==> config.mk <==
export PLATFORM = sky130hd
export DESIGN_NAME = tmr_channel
export DESIGN_NICKNAME = d
export VERILOG_FILES = /design/src/rtl/tmr_pkg.sv /design/src/rtl/tmr_prescale.sv /design/src/rtl/tmr_pin.sv /design/src/rtl/tmr_flags.sv /design/src/rtl/tmr_channel.sv
export SDC_FILE = /design/constraint.sdc
export NUM_CORES = 1
export LEC_CHECK = 0
export BUFFER_PORTS_ARGS = -buffer_cell sky130_fd_sc_hd__buf_2
export CORE_MARGIN = 5
export CORE_UTILIZATION = 59
export CTS_CLUSTER_DIAMETER = 80
export DETAILED_ROUTE_END_ITERATION = 16
export MAX_ROUTING_LAYER = met4
export PLACE_DENSITY = 0.86
export SKIP_LAST_GASP = 1
export SLEW_MARGIN = 20
export SYNTH_ARGS = -nofsm -noshare
export SYNTH_HDL_FRONTEND = slang
export SYNTH_SLANG_ARGS = --single-unit
==> constraint.sdc <==
create_clock -name clk -period 5.7 [get_ports clk]
set_clock_uncertainty 0.2 [all_clocks]
set_input_delay 1.14 -clock clk [delete_from_list [all_inputs] [get_ports clk]]
set_output_delay 1.14 -clock clk [all_outputs]
set_load 0.02 [all_outputs]
==> src/rtl/tmr_pkg.sv <==
package tmr_pkg;

    localparam int PHASE_W = 6;   // enough for the largest division (/64)
    localparam int NFLAG   = 2;   // event flag and wrap flag

    localparam logic [2:0] ADR_MODE = 3'd0;
    localparam logic [2:0] ADR_PIN  = 3'd1;
    localparam logic [2:0] ADR_IEN  = 3'd2;
    localparam logic [2:0] ADR_STAT = 3'd3;
    localparam logic [2:0] ADR_CNT  = 3'd4;
    localparam logic [2:0] ADR_GEN  = 3'd5;

    localparam logic [2:0] CLR_ON_MATCH = 3'd1;

    typedef struct packed {
        logic [2:0] clr_src;
        logic [1:0] edge_sel;
        logic [2:0] div_sel;
    } mode_t;

    typedef enum logic [1:0] {
        ACT_KEEP   = 2'd0,
        ACT_LOW    = 2'd1,
        ACT_HIGH   = 2'd2,
        ACT_TOGGLE = 2'd3
    } pin_act_e;

    function automatic logic is_compare(input logic [3:0] code);
        return !code[3];
    endfunction

    function automatic logic is_capture(input logic [3:0] code);
        return code[3:2] == 2'b10;
    endfunction

endpackage

==> src/rtl/tmr_prescale.sv <==
module tmr_prescale
    import tmr_pkg::*;
(
    input  logic       clk,
    input  logic       rst,
    input  logic       run,
    input  logic [2:0] div_sel,
    input  logic [1:0] edge_sel,
    output logic       tick
);
    logic [PHASE_W-1:0] phase;
    logic [PHASE_W-1:0] mask;
    logic [PHASE_W-1:0] part;
    logic               rise_pt;
    logic               fall_pt;

    always_ff @(posedge clk) begin
        if (rst || !run) phase <= '0;
        else             phase <= phase + 1'b1;
    end

    always_comb begin
        case (div_sel)
            3'd1:    mask = PHASE_W'(3);
            3'd2:    mask = PHASE_W'(15);
            3'd3:    mask = PHASE_W'(63);
            default: mask = '0;
        endcase
        part    = phase & mask;
        rise_pt = (part == (mask >> 1));
        fall_pt = (part == mask);
        tick    = 1'b0;
        if (run) begin
            if (div_sel == 3'd0) tick = 1'b1;
            else if (!div_sel[2]) begin
                case (edge_sel)
                    2'd0:    tick = rise_pt;
                    2'd1:    tick = fall_pt;
                    default: tick = rise_pt || fall_pt;
                endcase
            end
        end
    end


    stopped_no_tick_chk: assert property (@(posedge clk) disable iff (rst)
        !run |-> !tick);

    reserved_div_chk: assert property (@(posedge clk) disable iff (rst)
        div_sel[2] |-> !tick);

endmodule

==> src/rtl/tmr_pin.sv <==
module tmr_pin
    import tmr_pkg::*;
(
    input  logic       clk,
    input  logic       rst,
    input  logic [3:0] io_code,
    input  logic       io_wr,
    input  logic [3:0] io_new,
    input  logic       match,
    input  logic       cap_in,
    output logic       pin_out,
    output logic       cap_evt
);
    logic     sync1, sync2, prev;
    pin_act_e act;

    assign act = pin_act_e'(io_code[1:0]);

    always_ff @(posedge clk) begin
        if (rst) begin
            sync1 <= 1'b0;
            sync2 <= 1'b0;
            prev  <= 1'b0;
        end else begin
            sync1 <= cap_in;
            sync2 <= sync1;
            prev  <= sync2;
        end
    end

    always_comb begin
        cap_evt = 1'b0;
        if (is_capture(io_code)) begin
            case (io_code[1:0])
                2'd0:    cap_evt = sync2 && !prev;
                2'd1:    cap_evt = !sync2 && prev;
                default: cap_evt = sync2 ^ prev;
            endcase
        end
    end

    always_ff @(posedge clk) begin
        if (rst) begin
            pin_out <= 1'b0;
        end else if (io_wr) begin
            if (io_new[3:2] == 2'b00 && io_new[1:0] != 2'd0)      pin_out <= 1'b0;
            else if (io_new[3:2] == 2'b01 && io_new[1:0] != 2'd0) pin_out <= 1'b1;
        end else if (match && is_compare(io_code)) begin
            case (act)
                ACT_LOW:    pin_out <= 1'b0;
                ACT_HIGH:   pin_out <= 1'b1;
                ACT_TOGGLE: pin_out <= !pin_out;
                default:    pin_out <= pin_out;
            endcase
        end
    end


    preset_high_chk: assert property (@(posedge clk) disable iff (rst)
        (io_wr && io_new[3:2] == 2'b01 && io_new[1:0] != 2'd0) |=> pin_out);

endmodule

==> src/rtl/tmr_flags.sv <==
module tmr_flags
    import tmr_pkg::*;
(
    input  logic             clk,
    input  logic             rst,
    input  logic [NFLAG-1:0] set_req,
    input  logic             stat_rd,
    input  logic             stat_wr,
    input  logic [NFLAG-1:0] wbits,
    input  logic [NFLAG-1:0] enables,
    output logic [NFLAG-1:0] flags,
    output logic             irq
);
    logic [NFLAG-1:0] armed;

    for (genvar gi = 0; gi < NFLAG; gi++) begin : g_flag
        always_ff @(posedge clk) begin
            if (rst) begin
                flags[gi] <= 1'b0;
                armed[gi] <= 1'b0;
            end else begin
                if (set_req[gi]) begin
                    flags[gi] <= 1'b1;
                end else if (stat_wr && !wbits[gi] && armed[gi]) begin
                    flags[gi] <= 1'b0;
                    armed[gi] <= 1'b0;
                end
                if (stat_rd && flags[gi]) armed[gi] <= 1'b1;
            end
        end


        write_one_keeps_chk: assert property (@(posedge clk) disable iff (rst)
            (stat_wr && wbits[gi] && !set_req[gi]) |=> (flags[gi] == $past(flags[gi])));

        unarmed_write_keeps_chk: assert property (@(posedge clk) disable iff (rst)
            (flags[gi] && !armed[gi] && !stat_rd) |=> flags[gi]);
    end

    assign irq = |(flags & enables);

endmodule

==> src/rtl/tmr_channel.sv <==
module tmr_channel
    import tmr_pkg::*;
#(
    parameter int CNT_W = 16
) (
    input  logic             clk,
    input  logic             rst,
    input  logic             run,
    input  logic             bus_wr,
    input  logic             bus_rd,
    input  logic [2:0]       bus_addr,
    input  logic [CNT_W-1:0] bus_wdata,
    output logic [CNT_W-1:0] bus_rdata,
    input  logic             cap_in,
    output logic             cmp_out,
    output logic             irq
);
    localparam logic [CNT_W-1:0] CNT_MAX = '1;

    mode_t             mode;
    logic [7:0]        pin_reg;
    logic [7:0]        ien;
    logic [CNT_W-1:0]  cnt;
    logic [CNT_W-1:0]  gen;
    logic              tick, match, clr_hit, cap_evt;
    logic              cnt_wr, gen_wr, pin_wr;
    logic [NFLAG-1:0]  flags;
    logic [NFLAG-1:0]  set_req;

    assign cnt_wr  = bus_wr && bus_addr == ADR_CNT;
    assign gen_wr  = bus_wr && bus_addr == ADR_GEN;
    assign pin_wr  = bus_wr && bus_addr == ADR_PIN;
    assign match   = tick && cnt == gen && is_compare(pin_reg[3:0]);
    assign clr_hit = match && mode.clr_src == CLR_ON_MATCH;
    assign set_req = {tick && !clr_hit && cnt == CNT_MAX, match || cap_evt};

    tmr_prescale u_pre (
        .clk(clk), .rst(rst), .run(run),
        .div_sel(mode.div_sel), .edge_sel(mode.edge_sel), .tick(tick)
    );

    tmr_pin u_pin (
        .clk(clk), .rst(rst), .io_code(pin_reg[3:0]), .io_wr(pin_wr),
        .io_new(bus_wdata[3:0]), .match(match), .cap_in(cap_in),
        .pin_out(cmp_out), .cap_evt(cap_evt)
    );

    tmr_flags u_flags (
        .clk(clk), .rst(rst), .set_req(set_req),
        .stat_rd(bus_rd && bus_addr == ADR_STAT),
        .stat_wr(bus_wr && bus_addr == ADR_STAT),
        .wbits({bus_wdata[4], bus_wdata[0]}),
        .enables({ien[4], ien[0]}),
        .flags(flags), .irq(irq)
    );

    always_ff @(posedge clk) begin
        if (rst) begin
            mode    <= '0;
            pin_reg <= '0;
            ien     <= '0;
        end else if (bus_wr) begin
            case (bus_addr)
                ADR_MODE: mode    <= mode_t'(bus_wdata[7:0]);
                ADR_PIN:  pin_reg <= bus_wdata[7:0];
                ADR_IEN:  ien     <= bus_wdata[7:0] & 8'h11;
                default:  ;
            endcase
        end
    end

    always_ff @(posedge clk) begin
        if (rst)          cnt <= '0;
        else if (cnt_wr)  cnt <= bus_wdata;
        else if (clr_hit) cnt <= '0;
        else if (tick)    cnt <= cnt + 1'b1;
    end

    always_ff @(posedge clk) begin
        if (rst)          gen <= '0;
        else if (gen_wr)  gen <= bus_wdata;
        else if (cap_evt) gen <= cnt;
    end

    always_comb begin
        bus_rdata = '0;
        case (bus_addr)
            ADR_MODE: bus_rdata[7:0] = mode;
            ADR_PIN:  bus_rdata[7:0] = pin_reg;
            ADR_IEN:  bus_rdata[7:0] = ien;
            ADR_STAT: bus_rdata[7:0] = {3'b000, flags[1], 3'b000, flags[0]};
            ADR_CNT:  bus_rdata = cnt;
            ADR_GEN:  bus_rdata = gen;
            default:  bus_rdata = '0;
        endcase
    end


    stopped_hold_chk: assert property (@(posedge clk) disable iff (rst)
        (!run && !cnt_wr) |=> $stable(cnt));

    clear_on_match_chk: assert property (@(posedge clk) disable iff (rst)
        (tick && cnt == gen && !pin_reg[3] && mode.clr_src == 3'd1 && !cnt_wr)
        |=> (cnt == '0));

    wrap_flag_chk: assert property (@(posedge clk) disable iff (rst)
        (tick && cnt == CNT_MAX && mode.clr_src != 3'd1 && !cnt_wr)
        |=> (cnt == '0 && flags[1]));

    bus_cnt_wins_chk: assert property (@(posedge clk) disable iff (rst)
        cnt_wr |=> (cnt == $past(bus_wdata)));

endmodule

==> flow_metrics.py, run 1 <==
metrics = {
    "run_status": {
        "outcome": "completed",
    },
    "cells_and_area": {
        "antenna_cells": 0,
        "drive_above_1_share_pct": 18.1,
        "nets": 520,
        "n_fill_cell": 500,
        "area_delta_synth_final_pct": 10.5,
        "final_util_pct": 67.3,
        "largestRegisters": "cnt: 16 flops, gen: 16 flops",
    },
    "critical_path": {
        "cpPeakStageDelay_ps": 470,
        "critical-path-top-delay-family": "buffers and inverters",
        "crit_chain": "buf_2 -> mux2_2 -> a22oi_1 -> o22ai_1 -> buf_2",
        "critical_path.max_fanout": 23,
        "end_kind": "primary output",
        "path_class": "primary input to primary output",
        "cp_common_cell": "buf_2",
        "start_kind": "primary input",
        "cpMaxStageDelayCell": "buf_2",
        "crit_required_ps": 4360,
        "crit_arrival_ps": 2510,
        "crit_buf_inv": 2,
    },
    "clock_network": {
        "cts-root-buf": "clkbuf_8",
        "clock_path_buffers": 2,
        "cts_tree": "built",
        "postCtsSetupRepairBufs": 0,
        "path_clk_slew_ps": 80,
        "hold_buffers": 0,
        "clkLatencyLatePin_ps": 360,
        "clock-sinks": 64,
        "cts_buffers": 9,
        "htree_levels": 3,
        "postCtsResizedCells": 0,
    },
    "pwr": {
        "powerDensity_nw_per_um2": 248,
        "ir_drop_mv": 0.208,
        "power_leakage_uw": 0.00170,
        "fin_total_pwr_uw": 1060,
    },
    "timing": {
        "period_share_pct": 67.6,
        "finalSetupTns_ps": 0,
        "max-slew-margin-rel_pct": 39.9,
        "setup_viol": 0,
        "slew_violations": 0,
        "holdWs_ps": 253,
        "hold_viol": 0,
        "clock.fmax_mhz": 260,
        "rsz0062_at_grt": "false",
        "tightest_slew_ps": 894,
        "period_needed_ps": 3850,
    },
    "routing": {
        "met2_wirelength_um": 4880,
        "drc_errors": 0,
        "wl_um": 10300,
        "postRouteAntennaNets": 0,
        "dr.pass1.iters": 5,
        "routedLengthMet1_um": 4330,
        "drt-vias-per-instance": 6.33,
        "num_vias": 3627,
        "routed.top_layer": "met4",
        "wire_per_inst_um": 18.0,
        "wl_met3_um": 739,
        "drtIter0Drc": 331,
    },
    "synth": {
        "netlist_instances": 474,
        "synth-main-ff-cell": "dfxtp_1",
        "yosysSeqAreaShare_pct": 33.1,
        "postSynthAreaPerCell_um2": 8.16,
        "synth_edf_count": 0,
        "ys_async_sr_fraction_pct": 0,
        "synth_cell_types": 50,
        "ys_warn_count": 0,
        "syn_area_um2": 3870,
        "syn_nets": 503,
        "synth-seq-cells": 64,
    },
    "place": {
        "post-dp-hpwl_um": 6970,
        "portBuffers": 42,
        "gp_congestion": 0.901,
    },
    "global_route": {
        "grt_pass1_vias": 3442,
        "grt_max_degree": 41,
        "grt_pass1_wl_um": 17200,
        "gr-total-overflow": 0,
        "gr-usage-all-layers_pct": 25.9,
        "antenna_found_initial": 0,
    },
    "flow_run": {
        "cap_violations": 0,
    },
    "die": {
        "start_util_pct": 60.9,
        "core_area_um2": 6350,
        "num_rows": 29,
        "dieArea_um2": 8270,
        "io_pins": 43,
        "chipWidth_um": 91.0,
        "die_y_um": 91.0,
    },
    "hold_path": {
        "hp-class": "flop to flop",
    },
}
-- path summary, 6_finish.rpt --
| check | startpoint | end | slack, ps | cells past startpoint |
|---|---|---|---|---|
| setup / recovery | bus_addr[0] | bus_rdata[0] | 1850 | 5 |
| hold reg to reg | u_pin.sync1 | u_pin.sync2 | 250 | 1 |
| setup reg to reg | u_pre.phase[2] | cnt[2] | 2910 | 6 |
| hold / removal | u_pin.sync1 | u_pin.sync2 | 250 | 1 |
-- worst reg2reg max path: cells and delay by family, from the launching register on --
family           cells  cell delay [ps]
flip-flops           1              450
AND/OR/NAND/NOR      1              250
AO/OA/AOI/OAI        5             1790
-- kinds of logic (layout without fill, tap and decap cells) --
| family | count (synthesis) | in the layout | share of synthesized area (%) |
|---|---|---|---|
| AO/OA/AOI/OAI | 85 | 85 | 16.3 |
| XOR/XNOR | 33 | 33 | 7.47 |
| adder cells (fa/ha/maj) | 4 | 4 | 1.29 |
| buffers and inverters | 46 | 68 | 4.79 |
| flip-flops | 64 | 64 | 33.1 |
| multiplexers | 35 | 35 | 11.4 |
| AND/OR/NAND/NOR | 207 | 207 | 25.6 |
-- cell usage after synthesis (9+ instances only) --
cell	count	share of area (%)
or4_1	13	2.5
nor2b_1	11	1.8
o31ai_2	10	3.2
mux2i_1	26	6.7
clkbuf_1	30	2.9
dfxtp_1	64	33
xnor2_1	16	3.6
nand3_1	9	1.2
nand2b_1	9	1.5
xor2_1	17	3.8
a21oi_1	26	3.4
nor2_1	77	7.5
a211oi_1	18	3.5
nand2_1	51	4.9
-- area by class of cell --
type                       count  area (µm²)  share of cell area [%]
multi-input combinational    364        2400                    56.2
sequential                    64        1280                    30.0
timing repair buffer          45         240                    5.62
clock buffer                  10         138                    3.22
tap                           77        96.3                    2.25
clock inverter                 6        92.6                    2.17
inverter                       7        26.3                   0.615
-- through the flow --
step	cells	setup slack, ps	area, µm²
after detailed placement	557	1880	4050
after global routing	573	1810	4280
after global placement	556	1950	4030
after floorplan	474	1870	3870
final	573	1850	4280
after CTS	573	1870	4280
-- power breakdown --
part	internal [µW]	leakage (µW)	total (µW)	switching, µW
Sequential	460	0.000519	480	20.0
Combinational	46.0	0.00107	120	74.3
Clock	259	0.000109	459	200
Total	766	0.00170	1060	294
-- cell usage in the layout (no fill, tap or decap), types with 4 or more instances in the layout --
master,count
nand2b_1,9
nor3_1,8
xor2_1,17
inv_1,7
nand3b_1,5
clkbuf_8,10
o21ai_0,8
xnor2_1,16
nand2_1,51
a211oi_1,18
and3_1,4
buf_2,42
dfxtp_1,64
mux4_2,7
o31ai_2,10
nor2b_1,11
a21oi_1,26
nand4_1,6
or4_1,13
nor2_1,77
ha_1,4
nand3_1,9
mux2i_1,26
-- metal layers --
metal	vias up	GRT usage (%)
met1	1712	33.5
li1	1709	-
met5	-	-
met3	32	4.05
met4	0	12.3
met2	174	39.8
Note: power is estimated with default switching activity, not from simulation.
==> run 2, diff against run 1 <==
==> constraint.sdc (replaced) <==
create_clock -name clk -period 3.95 [get_ports clk]
set_clock_uncertainty 0.2 [all_clocks]
set_input_delay 0.79 -clock clk [delete_from_list [all_inputs] [get_ports clk]]
set_output_delay 0.79 -clock clk [all_outputs]
set_load 0.02 [all_outputs]
==> flow_metrics.py, run 2 (same netlist as run 1, synthesis figures left out) <==
metrics = {
    "place": {
        "post-dp-hpwl_um": 7240,
        "portBuffers": 42,
        "gp_congestion": 0.920,
        "placed_cell_area_um2": 4040,
    },
    "clock_network": {
        "postCtsSetupRepairBufs": 0,
        "hold_buffers": 0,
        "clock_path_buffers": 2,
        "htree_levels": 3,
        "cts-root-buf": "clkbuf_8",
        "path_clk_slew_ps": 80,
        "clock-sinks": 64,
        "cts_tree": "built",
        "postCtsResizedCells": 0,
        "clkLatencyLatePin_ps": 350,
        "cts_buffers": 9,
    },
    "critical_path": {
        "critical_path.max_fanout": 23,
        "r2r_cells": 6,
        "crit_chain": "buf_2 -> mux2_2 -> a22oi_1 -> o22ai_1 -> buf_2",
        "regToRegSetupSlack_ps": 1160,
        "r2r-start": "u_pre.phase[2]",
        "crit_required_ps": 2960,
        "crit_arrival_ps": 2140,
        "end_kind": "primary output",
        "start_kind": "primary input",
        "path_class": "primary input to primary output",
        "cpPeakStageDelay_ps": 450,
        "cp_common_cell": "buf_2",
        "cpMaxStageDelayCell": "buf_2",
        "r2r_end": "cnt[3]",
    },
    "cells_and_area": {
        "antenna_cells": 0,
        "multi_input_area_um2": 2400,
        "drive_above_1_share_pct": 18.3,
        "final_cell_area_um2": 4340,
        "register_area_um2": 1280,
        "area_delta_synth_final_pct": 12.2,
        "layout_commonest_cell": "nor2_1",
        "n_fill_cell": 480,
        "largestRegisters": "cnt: 16 flops, gen: 16 flops",
        "nets": 521,
        "layout_common_cells": "77 x nor2_1, 64 x dfxtp_1, 51 x nand2_1, 42 x buf_2",
    },
    "routing": {
        "dr.pass1.iters": 5,
        "postRouteAntennaNets": 0,
        "drc_errors": 0,
        "num_vias": 3660,
        "drtIter0Drc": 473,
        "wl_um": 10500,
        "drt-vias-per-instance": 6.38,
        "wire_per_inst_um": 18.3,
    },
    "global_route": {
        "gr-total-overflow": 0,
        "gr-usage-all-layers_pct": 26.1,
        "antenna_found_initial": 0,
        "grt_pass1_wl_um": 17400,
        "grt_pass1_vias": 3517,
        "grt_max_degree": 55,
    },
    "timing": {
        "slew_violations": 0,
        "period_share_pct": 79.3,
        "period_needed_ps": 3130,
        "max-slew-margin-rel_pct": 33.7,
        "setup_viol": 0,
        "holdWs_ps": 253,
        "finalSetupTns_ps": 0,
        "tightest_slew_ps": 994,
        "rsz0062_at_grt": "false",
        "hold_viol": 0,
        "clock.fmax_mhz": 319,
    },
    "die": {
        "dieArea_um2": 8270,
        "io_pins": 43,
        "core_area_um2": 6350,
        "die_y_um": 91.0,
        "start_util_pct": 60.9,
        "num_rows": 29,
        "chipWidth_um": 91.0,
    },
    "hold_path": {
        "hp-class": "flop to flop",
        "hold_path_end": "u_pin.sync2",
        "whs_path_depth": 1,
        "min_from": "u_pin.sync1",
    },
    "pwr": {
        "powerDensity_nw_per_um2": 390,
        "power.switching_uw": 412,
        "intPower_uw": 1280,
        "switching_share_pct": 24.3,
        "ir_drop_mv": 0.306,
        "power_leakage_uw": 0.00173,
        "seqPwrFrac_pct": 41.0,
        "power_frac_clock_pct": 48.6,
        "pwr-share-comb_pct": 10.4,
    },
    "run_status": {
        "outcome": "completed",
    },
    "flow_run": {
        "cap_violations": 0,
    },
}
==> run 2: power by group through the flow <==
stage               sequential (µW)  combinational, µW  clock, µW
finish                          694                177        822
global route                    697                190        863
CTS                             692                173        825
detailed placement              707                170          0
global placement                706                164          0
floorplan                       693                130          0
==> run 2: worst max-delay path: cells and delay by family <==
kind                   cells  cell delay [ps]
buffers and inverters      2              620
AO/OA/AOI/OAI              2              320
multiplexers               1              410
==> run 2: metal layers <==
metal  vias to the layer above  global-route usage [%]  wire length (µm)
met5                         -                       -                 0
met4                         0                    11.4               361
met3                        41                    4.46               713
met2                       184                    40.3              5060
met1                      1735                    33.7              4380
li1                       1700                       -                 -
==> run 2: how the worst max path moves through the flow <==
stage	start	endpoint	slack (ps)	cells after the start
3_3_place_gp	bus_addr[0]	cnt[2]	910	6
2_1_floorplan	bus_addr[2]	bus_rdata[2]	820	4
5_1_grt	bus_addr[0]	bus_rdata[0]	750	5
6_report	bus_addr[0]	bus_rdata[0]	820	5
3_5_place_dp	bus_addr[0]	cnt[3]	780	6
4_1_cts	bus_addr[0]	bus_rdata[0]	830	5
==> run 2: area by class of cell <==
| class | count | area share (%) |
|---|---|---|
| multi-input cells | 364 | 55.3 |
| clock inverters | 7 | 3.84 |
| repair buffers | 46 | 5.62 |
| clock buffers | 9 | 2.85 |
| well taps | 77 | 2.22 |
| flip-flops and latches | 64 | 29.5 |
| inverters | 7 | 0.606 |
==> run 2: per-stage QoR <==
stage	power (µW)	utilization [%]	instances	setup slack, ps
after floorplan	823	-	474	815
after global placement	870	63.6	557	912
after detailed placement	878	63.6	557	776
after CTS	1690	68.2	573	826
after global routing	1750	68.3	574	755
final	1690	68.3	574	818
==> run 3, diff against run 2 <==
--- a/config.mk
+++ b/config.mk
@@ -5,6 +5,7 @@
 export SDC_FILE = /design/constraint.sdc
 export NUM_CORES = 1
 export LEC_CHECK = 0
+export ABC_AREA = 1
 export BUFFER_PORTS_ARGS = -buffer_cell sky130_fd_sc_hd__buf_2
 export CORE_MARGIN = 5
 export CORE_UTILIZATION = 59
==> constraint.sdc (replaced) <==
create_clock -name clk -period 3.1 [get_ports clk]
set_clock_uncertainty 0.2 [all_clocks]
set_input_delay 0.62 -clock clk [delete_from_list [all_inputs] [get_ports clk]]
set_output_delay 0.62 -clock clk [all_outputs]
set_load 0.02 [all_outputs]
==> flow_metrics.py, run 3 <==
metrics = {
    "run_status": {
        "outcome": "completed",
    },
    "synth": {
        "ys_async_sr_fraction_pct": 0,
        "syn_area_um2": 3940,
        "yosysMostFrequentCell": "nand2_1",
        "postSynthAreaPerCell_um2": 6.66,
        "yosysTopAreaCell": "dfxtp_1",
        "synth_cell_types": 40,
        "syn_nets": 620,
        "ys_top_cells_by_count": "131 x nand2_1, 77 x inv_1, 64 x dfxtp_1, 45 x nand3_1, 41 x nor2_1",
        "yosys.area.top_type_share_pct": 32.5,
        "synth_edf_count": 0,
        "synth_area_leaders": "dfxtp_1 33%, nand2_1 12%, inv_1 7.3%",
        "yosysSeqAreaShare_pct": 32.5,
        "synth-main-ff-cell": "dfxtp_1",
        "netlist_instances": 591,
        "ys_warn_count": 0,
        "synth-seq-cells": 64,
    },
    "critical_path": {
        "start_kind": "primary input",
        "crit_arrival_ps": 1950,
        "end_kind": "primary output",
        "r2r_cells": 11,
        "crit_start": "bus_addr[2]",
        "crit_required_ps": 2280,
        "r2r_end": "u_flags.armed[1]",
        "regToRegSetupSlack_ps": 910,
        "critPathCapture": "bus_rdata[6]",
        "path_class": "primary input to primary output",
        "r2r-start": "cnt[1]",
        "critical_path.max_fanout": 8,
    },
    "clock_network": {
        "htree_levels": 3,
        "clkLatencyLatePin_ps": 360,
        "path_clk_slew_ps": 80,
        "cts-root-buf": "clkbuf_8",
        "clock_path_buffers": 2,
        "clock-sinks": 64,
        "cts_buffers": 9,
        "hold_buffers": 0,
        "cts_tree": "built",
        "postCtsResizedCells": 0,
        "postCtsSetupRepairBufs": 0,
    },
    "place": {
        "post-dp-hpwl_um": 8180,
        "placed_cell_area_um2": 4160,
        "place_ws_ps": 382,
        "portBuffers": 42,
        "gp_congestion": 1.03,
        "placed_cells_incl_taps": 692,
    },
    "timing": {
        "clock.fmax_mhz": 360,
        "setup_viol": 0,
        "slew_violations": 0,
        "rsz0062_at_grt": "false",
        "max-slew-margin-rel_pct": 61.0,
        "holdWs_ps": 210,
        "tightest_slew_ps": 583,
        "period_needed_ps": 2770,
        "hold_viol": 0,
        "finalSetupTns_ps": 0,
        "period_share_pct": 89.5,
        "setup_ws_ps": 325,
    },
    "cells_and_area": {
        "final_cell_area_um2": 4370,
        "layout_common_cells": "131 x nand2_1, 77 x inv_1, 64 x dfxtp_1, 45 x nand3_1, 42 x buf_2",
        "register_area_um2": 1280,
        "antenna_cells": 0,
        "largestRegisters": "cnt: 16 flops, gen: 16 flops",
        "area_delta_synth_final_pct": 10.9,
        "nets": 655,
        "multi_input_area_um2": 2180,
        "layout_commonest_cell": "nand2_1",
        "n_fill_cell": 542,
        "drive_above_1_share_pct": 18.7,
        "instances_no_fill": 708,
    },
    "routing": {
        "postRouteAntennaNets": 0,
        "num_vias": 4277,
        "drtIter0Drc": 448,
        "drc_errors": 0,
        "wire_per_inst_um": 16.3,
        "drt-vias-per-instance": 6.04,
        "wl_um": 11500,
        "dr.pass1.iters": 5,
    },
    "pwr": {
        "ir_drop_mv": 0.321,
        "powerDensity_nw_per_um2": 435,
        "power_leakage_uw": 0.00174,
    },
    "die": {
        "num_rows": 29,
        "core_area_um2": 6420,
        "chipWidth_um": 91.7,
        "dieArea_um2": 8410,
        "start_util_pct": 61.3,
        "io_pins": 43,
        "die_y_um": 91.7,
    },
    "global_route": {
        "grt_pass1_wl_um": 19000,
        "gr-total-overflow": 0,
        "grt_max_degree": 34,
        "grt_pass1_vias": 3912,
        "antenna_found_initial": 0,
        "gr-usage-all-layers_pct": 28.6,
    },
    "hold_path": {
        "whs_path_depth": 2,
        "hp-class": "flop to flop",
    },
    "flow_run": {
        "cap_violations": 0,
    },
}
run 3: worst min-delay path by stage:
stage,from,end,slack (ps)
3_3_place_gp,u_pin.sync1,u_pin.sync2,190
2_1_floorplan,u_pin.sync1,u_pin.sync2,190
3_5_place_dp,u_pin.sync1,u_pin.sync2,200
6_report,u_pin.sync1,u_pin.sync2,210
4_1_cts,u_pin.sync1,u_pin.sync2,210
5_1_grt,u_pin.sync1,u_pin.sync2,230
run 3: final cells by class:
cell class                 instances  area share, %
clock inverter                     6           1.58
inverter                          91           7.82
sequential                        64           29.3
timing repair buffer              49           6.02
tap                               77           2.21
clock buffer                      10           3.15
multi-input combinational        411           49.9
run 3: worst max-delay path: stages:
cell and delay (ps):
buf_2 170, inv_2 60, nor3_2 230, clkinv_1 170, buf_4 210, o22ai_1 160
a221o_1 170, buf_2 170
run 3: layer usage:
| metal | part of all wire (%) | wire length [µm] | vias to the layer above | global-route usage, % |
|---|---|---|---|---|
| met2 | 46 | 5280 | 253 | 44.4 |
| li1 | - | - | 2037 | - |
| met1 | 41 | 4700 | 1953 | 37.0 |
| met4 | 2.6 | 301 | 0 | 9.78 |
| met5 | 0 | 0 | - | - |
| met3 | 11 | 1230 | 34 | 6.55 |
run 3: metrics by stage:
| step | util [%] | total power (µW) |
|---|---|---|
| floorplan | - | 1070 |
| global placement | 64.8 | 1140 |
| detailed placement | 64.8 | 1150 |
| CTS | 68.0 | 1890 |
| global route | 68.0 | 1970 |
| finish | 68.0 | 1900 |
run 3: kinds of logic after synthesis:
kind of cell / count (synthesis) / synth area share [%]
fa+ha+maj: 4 / 1.27
compound gates: 143 / 23.0
flops: 64 / 32.5
xor+xnor: 8 / 1.78
simple gates: 256 / 29.2
buf+inv: 116 / 12.2
run 3: power by group:
group          internal (µW)  leakage [µW]  switching (µW)
logic                   81.6       0.00111             180
clock network            396      0.000102             368
registers                849      0.000520            27.5
